==> src/rtl/flreg_pkg.sv <==
package flreg_pkg;
  localparam int unsigned WORD_W   = 16;
  localparam int unsigned NUM_REGS = 5;

  // register word offsets
  localparam int unsigned IDX_CMD  = 0;
  localparam int unsigned IDX_CFG1 = 1;
  localparam int unsigned IDX_CFG2 = 2;
  localparam int unsigned IDX_STAT = 3;
  localparam int unsigned IDX_INT  = 4;

  // interrupt status bit positions
  localparam int unsigned INT_MASTER_B = 15;
  localparam int unsigned INT_RST_B    = 4;
  localparam int unsigned INT_ERASE_B  = 5;
  localparam int unsigned INT_PROG_B   = 6;
  localparam int unsigned INT_LOAD_B   = 7;

  // status error flag positions
  localparam int unsigned ERR_CMD_B   = 10;
  localparam int unsigned ERR_ERASE_B = 11;
  localparam int unsigned ERR_PROG_B  = 12;
  localparam int unsigned ERR_LOAD_B  = 13;

  // configuration word 1 fields
  localparam int unsigned CFG_POL_B    = 6;
  localparam int unsigned CFG_RDY_B    = 7;
  localparam int unsigned CFG_RD_ZEROS = 5;

  localparam logic [WORD_W-1:0] ERR_MASK  =
    (WORD_W'(1) << ERR_CMD_B) | (WORD_W'(1) << ERR_ERASE_B) |
    (WORD_W'(1) << ERR_PROG_B) | (WORD_W'(1) << ERR_LOAD_B);
  localparam logic [WORD_W-1:0] CFG1_DEFAULT = 16'h40C0;
  localparam logic [WORD_W-1:0] CFG2_DEFAULT = 16'h0000;
  localparam logic [WORD_W-1:0] INT_COLD_VAL =
    (WORD_W'(1) << INT_MASTER_B) | (WORD_W'(1) << INT_LOAD_B);
  localparam logic [WORD_W-1:0] INT_WARM_VAL =
    (WORD_W'(1) << INT_MASTER_B) | (WORD_W'(1) << INT_RST_B);
  localparam logic [WORD_W-1:0] CFG1_RD_MASK = ~((WORD_W'(1) << CFG_RD_ZEROS) - WORD_W'(1));
endpackage

==> src/rtl/flreg_decode.sv <==
module flreg_decode
  import flreg_pkg::*;
#(
  parameter int unsigned ADDR_W = 3
) (
  input  logic              bus_wr,
  input  logic              bus_rd,
  input  logic [ADDR_W-1:0] bus_addr,
  output logic [NUM_REGS-1:0] wr_hit,
  output logic [NUM_REGS-1:0] rd_hit
);
  logic [NUM_REGS-1:0] addr_match;

  generate
    for (genvar gi = 0; gi < NUM_REGS; gi++) begin : g_match
      assign addr_match[gi] = (bus_addr == ADDR_W'(gi));
    end
  endgenerate

  always_comb begin
    wr_hit = addr_match & {NUM_REGS{bus_wr}};
    rd_hit = addr_match & {NUM_REGS{bus_rd}};
  end
endmodule

==> src/rtl/flreg_intstat.sv <==
module flreg_intstat
  import flreg_pkg::*;
(
  input  logic              clk,
  input  logic              rst_n,
  input  logic              warm_rst,
  input  logic              wr_en,
  input  logic [WORD_W-1:0] wdata,
  input  logic              done_erase,
  input  logic              done_prog,
  input  logic              done_load,
  input  logic              done_plain,
  input  logic              err_cmd,
  input  logic              pol_high,
  output logic [WORD_W-1:0] int_q,
  output logic              clr_errs,
  output logic              irq_q
);
  logic [WORD_W-1:0] hw_set;
  logic [WORD_W-1:0] int_d;
  logic              int_en;
  logic              irq_d;

  always_comb begin
    hw_set               = '0;
    hw_set[INT_ERASE_B]  = done_erase;
    hw_set[INT_PROG_B]   = done_prog;
    hw_set[INT_LOAD_B]   = done_load;
    hw_set[INT_MASTER_B] = done_erase | done_prog | done_load | done_plain | err_cmd;

    if (warm_rst) begin
      int_d = INT_WARM_VAL;
    end else if (wr_en) begin
      int_d = (int_q & wdata) | hw_set;
    end else begin
      int_d = int_q | hw_set;
    end
    int_en   = warm_rst | wr_en | (|hw_set);
    clr_errs = wr_en && !warm_rst && !int_d[INT_MASTER_B];
    irq_d    = int_q[INT_MASTER_B] ^ ~pol_high;
  end

  always_ff @(posedge clk or negedge rst_n) begin
    if (!rst_n) begin
      int_q <= INT_COLD_VAL;
      irq_q <= 1'b1;
    end else begin
      if (int_en) begin
        int_q <= int_d;
      end
      irq_q <= irq_d;
    end
  end

  AST_HW_SET_WINS: assert property (@(posedge clk) disable iff (!rst_n)
    (done_load && !warm_rst) |=> (int_q[INT_MASTER_B] && int_q[INT_LOAD_B]));
  AST_AND_ACK: assert property (@(posedge clk) disable iff (!rst_n)
    (wr_en && !warm_rst && !(done_erase || done_prog || done_load || done_plain || err_cmd))
      |=> (int_q == ($past(int_q) & $past(wdata))));
  AST_WARM_SIG: assert property (@(posedge clk) disable iff (!rst_n)
    warm_rst |=> (int_q == INT_WARM_VAL));
endmodule

==> src/rtl/flreg_errstat.sv <==
module flreg_errstat
  import flreg_pkg::*;
(
  input  logic              clk,
  input  logic              rst_n,
  input  logic              warm_rst,
  input  logic              clr_errs,
  input  logic              err_erase,
  input  logic              err_prog,
  input  logic              err_load,
  input  logic              err_cmd,
  output logic [WORD_W-1:0] stat_q
);
  logic [WORD_W-1:0] err_set;
  logic [WORD_W-1:0] stat_d;
  logic              stat_en;
  logic              any_err;

  always_comb begin
    any_err              = err_erase | err_prog | err_load | err_cmd;
    err_set              = '0;
    err_set[ERR_CMD_B]   = any_err;
    err_set[ERR_ERASE_B] = err_erase;
    err_set[ERR_PROG_B]  = err_prog;
    err_set[ERR_LOAD_B]  = err_load;

    if (warm_rst) begin
      stat_d = '0;
    end else if (clr_errs) begin
      stat_d = (stat_q & ~ERR_MASK) | err_set;
    end else begin
      stat_d = stat_q | err_set;
    end
    stat_en = warm_rst | clr_errs | any_err;
  end

  always_ff @(posedge clk or negedge rst_n) begin
    if (!rst_n) begin
      stat_q <= '0;
    end else if (stat_en) begin
      stat_q <= stat_d;
    end
  end

  AST_ERR_WIPE: assert property (@(posedge clk) disable iff (!rst_n)
    (clr_errs && !any_err && !warm_rst) |=> ((stat_q & ERR_MASK) == '0));
  AST_ERR_STICKY: assert property (@(posedge clk) disable iff (!rst_n)
    (!clr_errs && !warm_rst) |=> ((stat_q & $past(stat_q)) == $past(stat_q)));
endmodule

==> src/rtl/flreg_cfg.sv <==
module flreg_cfg
  import flreg_pkg::*;
(
  input  logic              clk,
  input  logic              rst_n,
  input  logic              warm_rst,
  input  logic              cfg1_wr,
  input  logic              cfg2_wr,
  input  logic [WORD_W-1:0] wdata,
  output logic [WORD_W-1:0] cfg1_q,
  output logic [WORD_W-1:0] cfg2_q,
  output logic              rdy_q
);
  logic [WORD_W-1:0] cfg1_d;
  logic [WORD_W-1:0] cfg2_d;
  logic              rdy_d;
  logic              cfg1_en;
  logic              cfg2_en;

  always_comb begin
    cfg1_en = warm_rst | cfg1_wr;
    cfg2_en = warm_rst | cfg2_wr;
    cfg1_d  = warm_rst ? CFG1_DEFAULT : wdata;
    cfg2_d  = warm_rst ? CFG2_DEFAULT : wdata;
    rdy_d   = warm_rst ? 1'b1 : wdata[CFG_RDY_B];
  end

  always_ff @(posedge clk or negedge rst_n) begin
    if (!rst_n) begin
      cfg1_q <= CFG1_DEFAULT;
      cfg2_q <= CFG2_DEFAULT;
      rdy_q  <= 1'b1;
    end else begin
      if (cfg1_en) begin
        cfg1_q <= cfg1_d;
        rdy_q  <= rdy_d;
      end
      if (cfg2_en) begin
        cfg2_q <= cfg2_d;
      end
    end
  end

  AST_RDY_FOLLOW: assert property (@(posedge clk) disable iff (!rst_n)
    (cfg1_wr && !warm_rst) |=> (rdy_q == $past(wdata[CFG_RDY_B])));
endmodule

==> src/rtl/flash_irq_regs.sv <==
module flash_irq_regs
  import flreg_pkg::*;
#(
  parameter int unsigned ADDR_W = 3
) (
  input  logic              clk,
  input  logic              rst_n,
  input  logic              warm_rst,
  input  logic              bus_wr,
  input  logic              bus_rd,
  input  logic [ADDR_W-1:0] bus_addr,
  input  logic [15:0]       bus_wdata,
  output logic [15:0]       bus_rdata,
  input  logic              done_erase,
  input  logic              done_prog,
  input  logic              done_load,
  input  logic              done_plain,
  input  logic              err_erase,
  input  logic              err_prog,
  input  logic              err_load,
  input  logic              err_cmd,
  output logic              cmd_fire,
  output logic [15:0]       cmd_code,
  output logic              irq,
  output logic              rdy
);
  logic [NUM_REGS-1:0] wr_hit;
  logic [NUM_REGS-1:0] rd_hit;
  logic [WORD_W-1:0]   int_q;
  logic [WORD_W-1:0]   stat_q;
  logic [WORD_W-1:0]   cfg1_q;
  logic [WORD_W-1:0]   cfg2_q;
  logic [WORD_W-1:0]   cmd_q;
  logic [WORD_W-1:0]   cmd_d;
  logic [WORD_W-1:0]   rdata_d;
  logic [WORD_W-1:0]   rdata_q;
  logic                clr_errs;
  logic                cmd_take;
  logic                cmd_en;
  logic                fire_q;
  logic                irq_q;
  logic                rdy_q;

  flreg_decode #(.ADDR_W(ADDR_W)) u_decode (
    .bus_wr   (bus_wr),
    .bus_rd   (bus_rd),
    .bus_addr (bus_addr),
    .wr_hit   (wr_hit),
    .rd_hit   (rd_hit)
  );

  flreg_intstat u_intstat (
    .clk        (clk),
    .rst_n      (rst_n),
    .warm_rst   (warm_rst),
    .wr_en      (wr_hit[IDX_INT]),
    .wdata      (bus_wdata),
    .done_erase (done_erase),
    .done_prog  (done_prog),
    .done_load  (done_load),
    .done_plain (done_plain),
    .err_cmd    (err_cmd),
    .pol_high   (cfg1_q[CFG_POL_B]),
    .int_q      (int_q),
    .clr_errs   (clr_errs),
    .irq_q      (irq_q)
  );

  flreg_errstat u_errstat (
    .clk       (clk),
    .rst_n     (rst_n),
    .warm_rst  (warm_rst),
    .clr_errs  (clr_errs),
    .err_erase (err_erase),
    .err_prog  (err_prog),
    .err_load  (err_load),
    .err_cmd   (err_cmd),
    .stat_q    (stat_q)
  );

  flreg_cfg u_cfg (
    .clk      (clk),
    .rst_n    (rst_n),
    .warm_rst (warm_rst),
    .cfg1_wr  (wr_hit[IDX_CFG1]),
    .cfg2_wr  (wr_hit[IDX_CFG2]),
    .wdata    (bus_wdata),
    .cfg1_q   (cfg1_q),
    .cfg2_q   (cfg2_q),
    .rdy_q    (rdy_q)
  );

  // command gate and read mux
  always_comb begin
    cmd_take = wr_hit[IDX_CMD] && !int_q[INT_MASTER_B] && !warm_rst;
    cmd_en   = cmd_take | warm_rst;
    cmd_d    = warm_rst ? '0 : bus_wdata;

    rdata_d = '0;
    if (rd_hit[IDX_CMD])  rdata_d = cmd_q;
    if (rd_hit[IDX_CFG1]) rdata_d = cfg1_q & CFG1_RD_MASK;
    if (rd_hit[IDX_CFG2]) rdata_d = cfg2_q;
    if (rd_hit[IDX_STAT]) rdata_d = stat_q;
    if (rd_hit[IDX_INT])  rdata_d = int_q;
  end

  always_ff @(posedge clk or negedge rst_n) begin
    if (!rst_n) begin
      cmd_q   <= '0;
      fire_q  <= 1'b0;
      rdata_q <= '0;
    end else begin
      if (cmd_en) begin
        cmd_q <= cmd_d;
      end
      fire_q <= cmd_take;
      if (bus_rd) begin
        rdata_q <= rdata_d;
      end
    end
  end

  assign bus_rdata = rdata_q;
  assign cmd_fire  = fire_q;
  assign cmd_code  = cmd_q;
  assign irq       = irq_q;
  assign rdy       = rdy_q;

  AST_CMD_BLOCKED: assert property (@(posedge clk) disable iff (!rst_n)
    (wr_hit[IDX_CMD] && int_q[INT_MASTER_B]) |=> (!cmd_fire && $stable(cmd_code)));
  AST_IRQ_LAG: assert property (@(posedge clk) disable iff (!rst_n)
    1'b1 |=> (irq == ($past(int_q[INT_MASTER_B]) ^ !$past(cfg1_q[CFG_POL_B]))));
  AST_CFG1_LOW_ZERO: assert property (@(posedge clk) disable iff (!rst_n)
    rd_hit[IDX_CFG1] |=> (bus_rdata[CFG_RD_ZEROS-1:0] == '0));
  AST_FIRE_ONE_CYCLE: assert property (@(posedge clk) disable iff (!rst_n)
    cmd_fire |=> !cmd_fire);
endmodule

==> config.mk <==
export PLATFORM = sky130hd
export DESIGN_NAME = flash_irq_regs
export DESIGN_NICKNAME = d
export VERILOG_FILES = /design/src/rtl/flreg_pkg.sv /design/src/rtl/flreg_decode.sv /design/src/rtl/flreg_intstat.sv /design/src/rtl/flreg_errstat.sv /design/src/rtl/flreg_cfg.sv /design/src/rtl/flash_irq_regs.sv
export SDC_FILE = /design/constraint.sdc
export NUM_CORES = 1
export LEC_CHECK = 0
export ABC_AREA = 1
export ABC_CLOCK_PERIOD_IN_PS = 2700
export CORE_MARGIN = 4
export CORE_UTILIZATION = 61
export CTS_BUF_LIST = sky130_fd_sc_hd__clkbuf_4 sky130_fd_sc_hd__clkbuf_8
export DETAILED_ROUTE_END_ITERATION = 10
export HOLD_SLACK_MARGIN = 0.08
export PLACE_DENSITY_LB_ADDON = 0.3
export SLEW_MARGIN = 40
export SYNTH_ARGS = -nofsm -noshare
export SYNTH_HDL_FRONTEND = slang
export SYNTH_HIERARCHICAL = 1
export SYNTH_SLANG_ARGS = --single-unit
==> constraint.sdc <==
create_clock -name clk -period 2.7 [get_ports clk]
set_clock_uncertainty 0.15 [all_clocks]
set_input_delay 0.81 -clock clk [delete_from_list [all_inputs] [get_ports clk]]
set_output_delay 0.81 -clock clk [all_outputs]
set_load 0.005 [all_outputs]
Word-level counts from Yosys, hierarchy flattened
Cells that the tools add are included.
{"block": "word_totals", "output_inout_bits": 35, "in_bits": 32, "reg_bits": 99, "word_cells": 57}
{"block": "op_classes", "muxes": 12, "reduce_logical": 9, "n_eq_ne": 4, "bitwise": 23}
{"operator": "16-bit 2-to-1 mux", "n": 11}
{"operator": "16-bit by 14-bit bitwise OR with 16-bit output", "n": 2}
{"operator": "16-bit bitwise OR", "n": 2}
{"operator": "16-bit bitwise AND", "n": 1}
{"operator": "1-bit bitwise OR", "n": 14}
{"operator": "5-bit bitwise AND", "n": 2}
{"operator": "3-bit by 2-bit equality test with 1-bit output (second input constant)", "n": 2}
{"operator": "1-bit logical AND", "n": 4}
{"operator": "4-bit OR reduction", "n": 1}
{"operator": "3-bit by 1-bit equality test with 1-bit output (second input constant)", "n": 1}
{"operator": "3-bit equality test (second input constant)", "n": 1}
{"operator": "1-bit logical NOT", "n": 3}
{"operator": "3-bit logical NOT", "n": 1}
{"operator": "1-bit 2-to-1 mux", "n": 1}
{"operator": "1-bit NOT", "n": 1}
{"operator": "1-bit bitwise XOR", "n": 1}

Longest topological paths before layout
{"block": "logic_depth", "depth_word": 11, "ltp_mapped": 11, "mapped_depth_nobuf": 10}

Hierarchy
Netlist, hierarchy kept.
{"module": "flash_irq_regs", "area_per_inst_um2": 2067.0, "n_inst": 1, "seq_area_each_um2": 825.8, "cells_each": 310}
{"module": "flreg_cfg", "area_per_inst_um2": 1346.3, "n_inst": 1, "seq_area_each_um2": 804.5, "cells_each": 142}
{"module": "flreg_intstat", "area_per_inst_um2": 725.7, "n_inst": 1, "seq_area_each_um2": 429.2, "cells_each": 76}
{"module": "flreg_errstat", "area_per_inst_um2": 265.3, "n_inst": 1, "seq_area_each_um2": 100.1, "cells_each": 34}
{"module": "flreg_decode", "area_per_inst_um2": 85.1, "n_inst": 1, "seq_area_each_um2": 0.0, "cells_each": 21}

Worst setup path before layout
OpenSTA, ideal clock, no wires.
{"block": "synth_timing", "kind": "input port to flip-flop", "start": "in bus_addr[1]", "end": "reg u_errstat.stat_q[10]", "t_required_ps": 2434, "n_path_buf": 0, "setup_time_ps": 116, "path_stages": 8, "t_arrival_ps": 1674, "slack_ps": 759, "cell_sequence": "nor2_2 -> nand2_1 -> nor2_1 -> nand3_1 -> nor2_1 -> nor2_4 -> nand2_1 -> nand2_1"}
{"block": "synth_between", "elab_chain_cells": 8, "word_cells_on_any_way": 11, "cone_classes": "eq/ne: 1; mux: 4; bitwise: 3; reduce/logical: 3"}
{"element": "start: declaration", "line_no": "flash_irq_regs.sv:11", "source": "input logic [ADDR_W-1:0] bus_addr,"}
{"element": "3-bit equality test *", "line_no": "flreg_decode.sv:16", "source": "assign addr_match[gi] = (bus_addr == ADDR_W'(gi));"}
{"element": "5-bit bitwise AND *", "line_no": "flreg_decode.sv:21", "source": "wr_hit = addr_match & {NUM_REGS{bus_wr}};"}
{"element": "named net wr_hit[4]", "line_no": "flash_irq_regs.sv:27", "source": "logic [NUM_REGS-1:0] wr_hit;"}
{"element": "16-bit 2-to-1 mux", "line_no": "flreg_intstat.sv:33", "source": "end else if (wr_en) begin"}
{"element": "16-bit 2-to-1 mux", "line_no": "flreg_intstat.sv:31", "source": "if (warm_rst) begin"}
{"element": "1-bit logical NOT", "line_no": "flreg_intstat.sv:39", "source": "clr_errs = wr_en && !warm_rst && !int_d[INT_MASTER_B];"}
{"element": "1-bit logical AND *", "line_no": "flreg_intstat.sv:39"}
{"element": "named net clr_errs", "line_no": "flash_irq_regs.sv:37", "source": "logic clr_errs;"}
{"element": "16-bit 2-to-1 mux or 1-bit bitwise OR (tied branches)", "line_no": "flreg_errstat.sv:29, flreg_errstat.sv:34"}
{"element": "16-bit 2-to-1 mux or 1-bit bitwise OR (tied branches)", "line_no": "flreg_errstat.sv:27, flreg_errstat.sv:34"}
{"element": "end signal: assignment", "line_no": "flreg_errstat.sv:41", "source": "stat_q <= stat_d;"}
{"element": "end: declaration", "line_no": "flreg_errstat.sv:12", "source": "output logic [WORD_W-1:0] stat_q"}
Mark *: on every way through the listed nets, which the timed path passes. The rest lies on a longest branch.
A chain may end at the register's enable or synchronous reset.

==> results.py <==
metrics = {
    "grt": {
        "grt_pass1_vias": 3999,
        "antenna_found_initial": 0,
        "track_usage_pct": 27.9,
        "overflow": 0,
        "grt_max_degree": 47,
        "grt_first_pass_wirelength_um": 18500,
    },
    "critical_path": {
        "reg2reg_depth": 4,
        "reg2reg_to": "cmd_code[10]",
        "worst_path_largest_cell_delay_ns": 0.56,
        "path_cells": "clkdlybuf4s50_1",
        "path_class": "flop to output port",
        "rr_startpoint": "u_intstat/int_q[15]",
        "cp-start-kind": "flop",
        "worstSetupEndpoint": "rdy",
        "path_max_fanout": 3,
        "cpMaxStageDelayCell": "dfstp_2",
        "arrival_ns": 1.41,
        "worstPathRequired_ns": 1.74,
        "crit_buf_inv": 1,
        "endpoint_kind": "output port",
        "critPathTopFamily": "flip-flops",
        "crit_cells": 1,
        "timing.reg2reg.setup_slack_ns": 1.08,
        "cp-startpoint": "u_cfg/cfg1_q[7]",
    },
    "final_layout": {
        "num_antenna_cells": 0,
        "layout-drive-gt1-share_pct": 11.8,
        "fin_cells": 723,
        "fillers": 550,
        "final_nets": 654,
        "final_area_um2": 5190,
        "area_growth_pct": 20.8,
    },
    "cts": {
        "cts_tree": "done",
        "numCtsBuffers": 9,
        "clock_latency_ns": 0.35,
        "clk_pin_slew_ns": 0.08,
        "htreeDepth": 3,
        "cts-resized-gates": 0,
        "cts_buffer_depth": 2,
        "cts.sinks": 81,
        "post-cts-setup-buffer-count": 0,
        "ctsHoldBuffers": 0,
        "ctsRootBufferMaster": "clkbuf_8",
    },
    "placement": {
        "dp.cells": 707,
        "port_buffers": 66,
        "place_area_um2": 4940,
        "detailed_place_hpwl_um": 7720,
        "place_congestion": 0.896,
    },
    "die": {
        "io_pins": 67,
        "die_h_um": 91.9,
        "core_um2": 6830,
        "floorplan.initialDensity_pct": 62.9,
        "die_w_um": 91.9,
        "num_rows": 30,
        "dieArea_um2": 8450,
    },
    "pwr": {
        "peakVddDrop_mv": 0.265,
        "power_leakage_nw": 2.72,
        "p_per_area_nw_per_um2": 514,
        "finalPower_w": 0.00267,
    },
    "detailed_routing": {
        "wire_per_inst_um": 15.3,
        "ant_nets": 0,
        "drc_errors": 0,
        "drt-initial-drc-count": 320,
        "routed_via_density": 5.45,
        "dr_total_vias": 3937,
        "drt_wl_total_um": 11000,
        "drtPass1Iterations": 5,
    },
    "synthesis": {
        "synth.avg_cell_area_um2": 7.65,
        "yosysWarnings": 6,
        "synth_area_um2": 4300,
        "syn_inst": 562,
    },
    "status": {
        "outcome": "complete, no violations",
    },
    "sta": {
        "fin_crit_ns": 2.37,
        "tightest_slew_ns": 0.564,
        "maxSlewHeadroom_pct": 62.3,
        "setup_tns_ns": 0,
        "setup_viol": 0,
        "fmax_mhz": 421,
        "fin_hold_ws_ns": 0.257,
        "rsz0062_at_grt": "false",
        "hold_violations": 0,
        "fin_crit_sh_pct": 88.0,
        "drv_slew": 0,
    },
    "flow_run": {
        "drv_cap": 0,
    },
    "min_path": {
        "hp-class": "primary input to asynchronous set/reset pin",
    },
}
## cell type report
class	instances	area, um^2	area share (%)
multi-input combinational	408	1820	35.1
clock inverter	5	103	1.98
sequential	81	2030	39.2
clock buffer	11	145	2.80
inverter	40	150	2.89
tap	96	120	2.31
timing repair buffer	82	816	15.7
## how the worst min path moves through the flow
stage	startpoint	to	slack, ns	cells after the start
floorplan	u_cfg/cfg1_q[12]	u_cfg/cfg1_q[12]	0.29	2
global placement	u_cfg/cfg1_q[13]	u_cfg/cfg1_q[13]	0.30	2
detailed placement	u_cfg/cfg2_q[10]	u_cfg/cfg2_q[10]	0.31	2
CTS	rst_n	u_cfg/cfg2_q[13]	0.27	1
global route	rst_n	bus_rdata[11]	0.28	1
finish	rst_n	cmd_fire	0.26	1
## power by group
part | switching [W] | internal [W]
Sequential | 0.0000221 | 0.00125
Combinational | 0.000179 | 0.000130
Clock | 0.000439 | 0.000648
Total | 0.000640 | 0.00203
## registers in the layout (all words and copies together) (netlist names)
| register | cells |
|---|---|
| u_cfg/cfg1_q | 11 |
| bus_rdata | 16 |
| u_intstat/int_q | 16 |
| cmd_code | 16 |
| u_cfg/cfg2_q | 16 |
| cmd_fire | 1 |
| u_errstat/stat_q | 4 |
| u_intstat/irq_q | 1 |
## per-stage QoR
| stage | worst slack [ns] | util [%] |
|---|---|---|
| after floorplan | 0.759 | - |
| after global placement | 0.152 | 72.4 |
| after detailed placement | 0.126 | 72.4 |
| after CTS | 0.315 | 76.0 |
| after global routing | 0.266 | 76.0 |
| final | 0.325 | 76.0 |
## cell usage in the layout (no fill, tap or decap)
cell,count
o21ai_0,2
conb_1,12
inv_1,33
clkbuf_4,1
inv_2,7
nor2_1,58
nand2_1,209
dfstp_2,6
clkbuf_8,10
nor2_2,1
xnor2_1,1
bufinv_16,3
buf_12,3
clkinvlp_4,1
nand3_1,50
nor2_4,3
dfrtp_1,75
clkinv_2,1
o21ai_2,10
nand3_2,14
clkdlybuf4s50_1,65
a21oi_1,48
buf_4,14
## per-layer routing
| metal | global-route usage [%] | routed length, um | vias up |
|---|---|---|---|
| met4 | 14.7 | 371 | 0 |
| met1 | 32.2 | 4120 | 1875 |
| met3 | 5.58 | 799 | 34 |
| met5 | 0 | 0 | - |
| li1 | - | - | 1851 |
| met2 | 48.7 | 5730 | 177 |
Power figures use the tool's default switching activity.
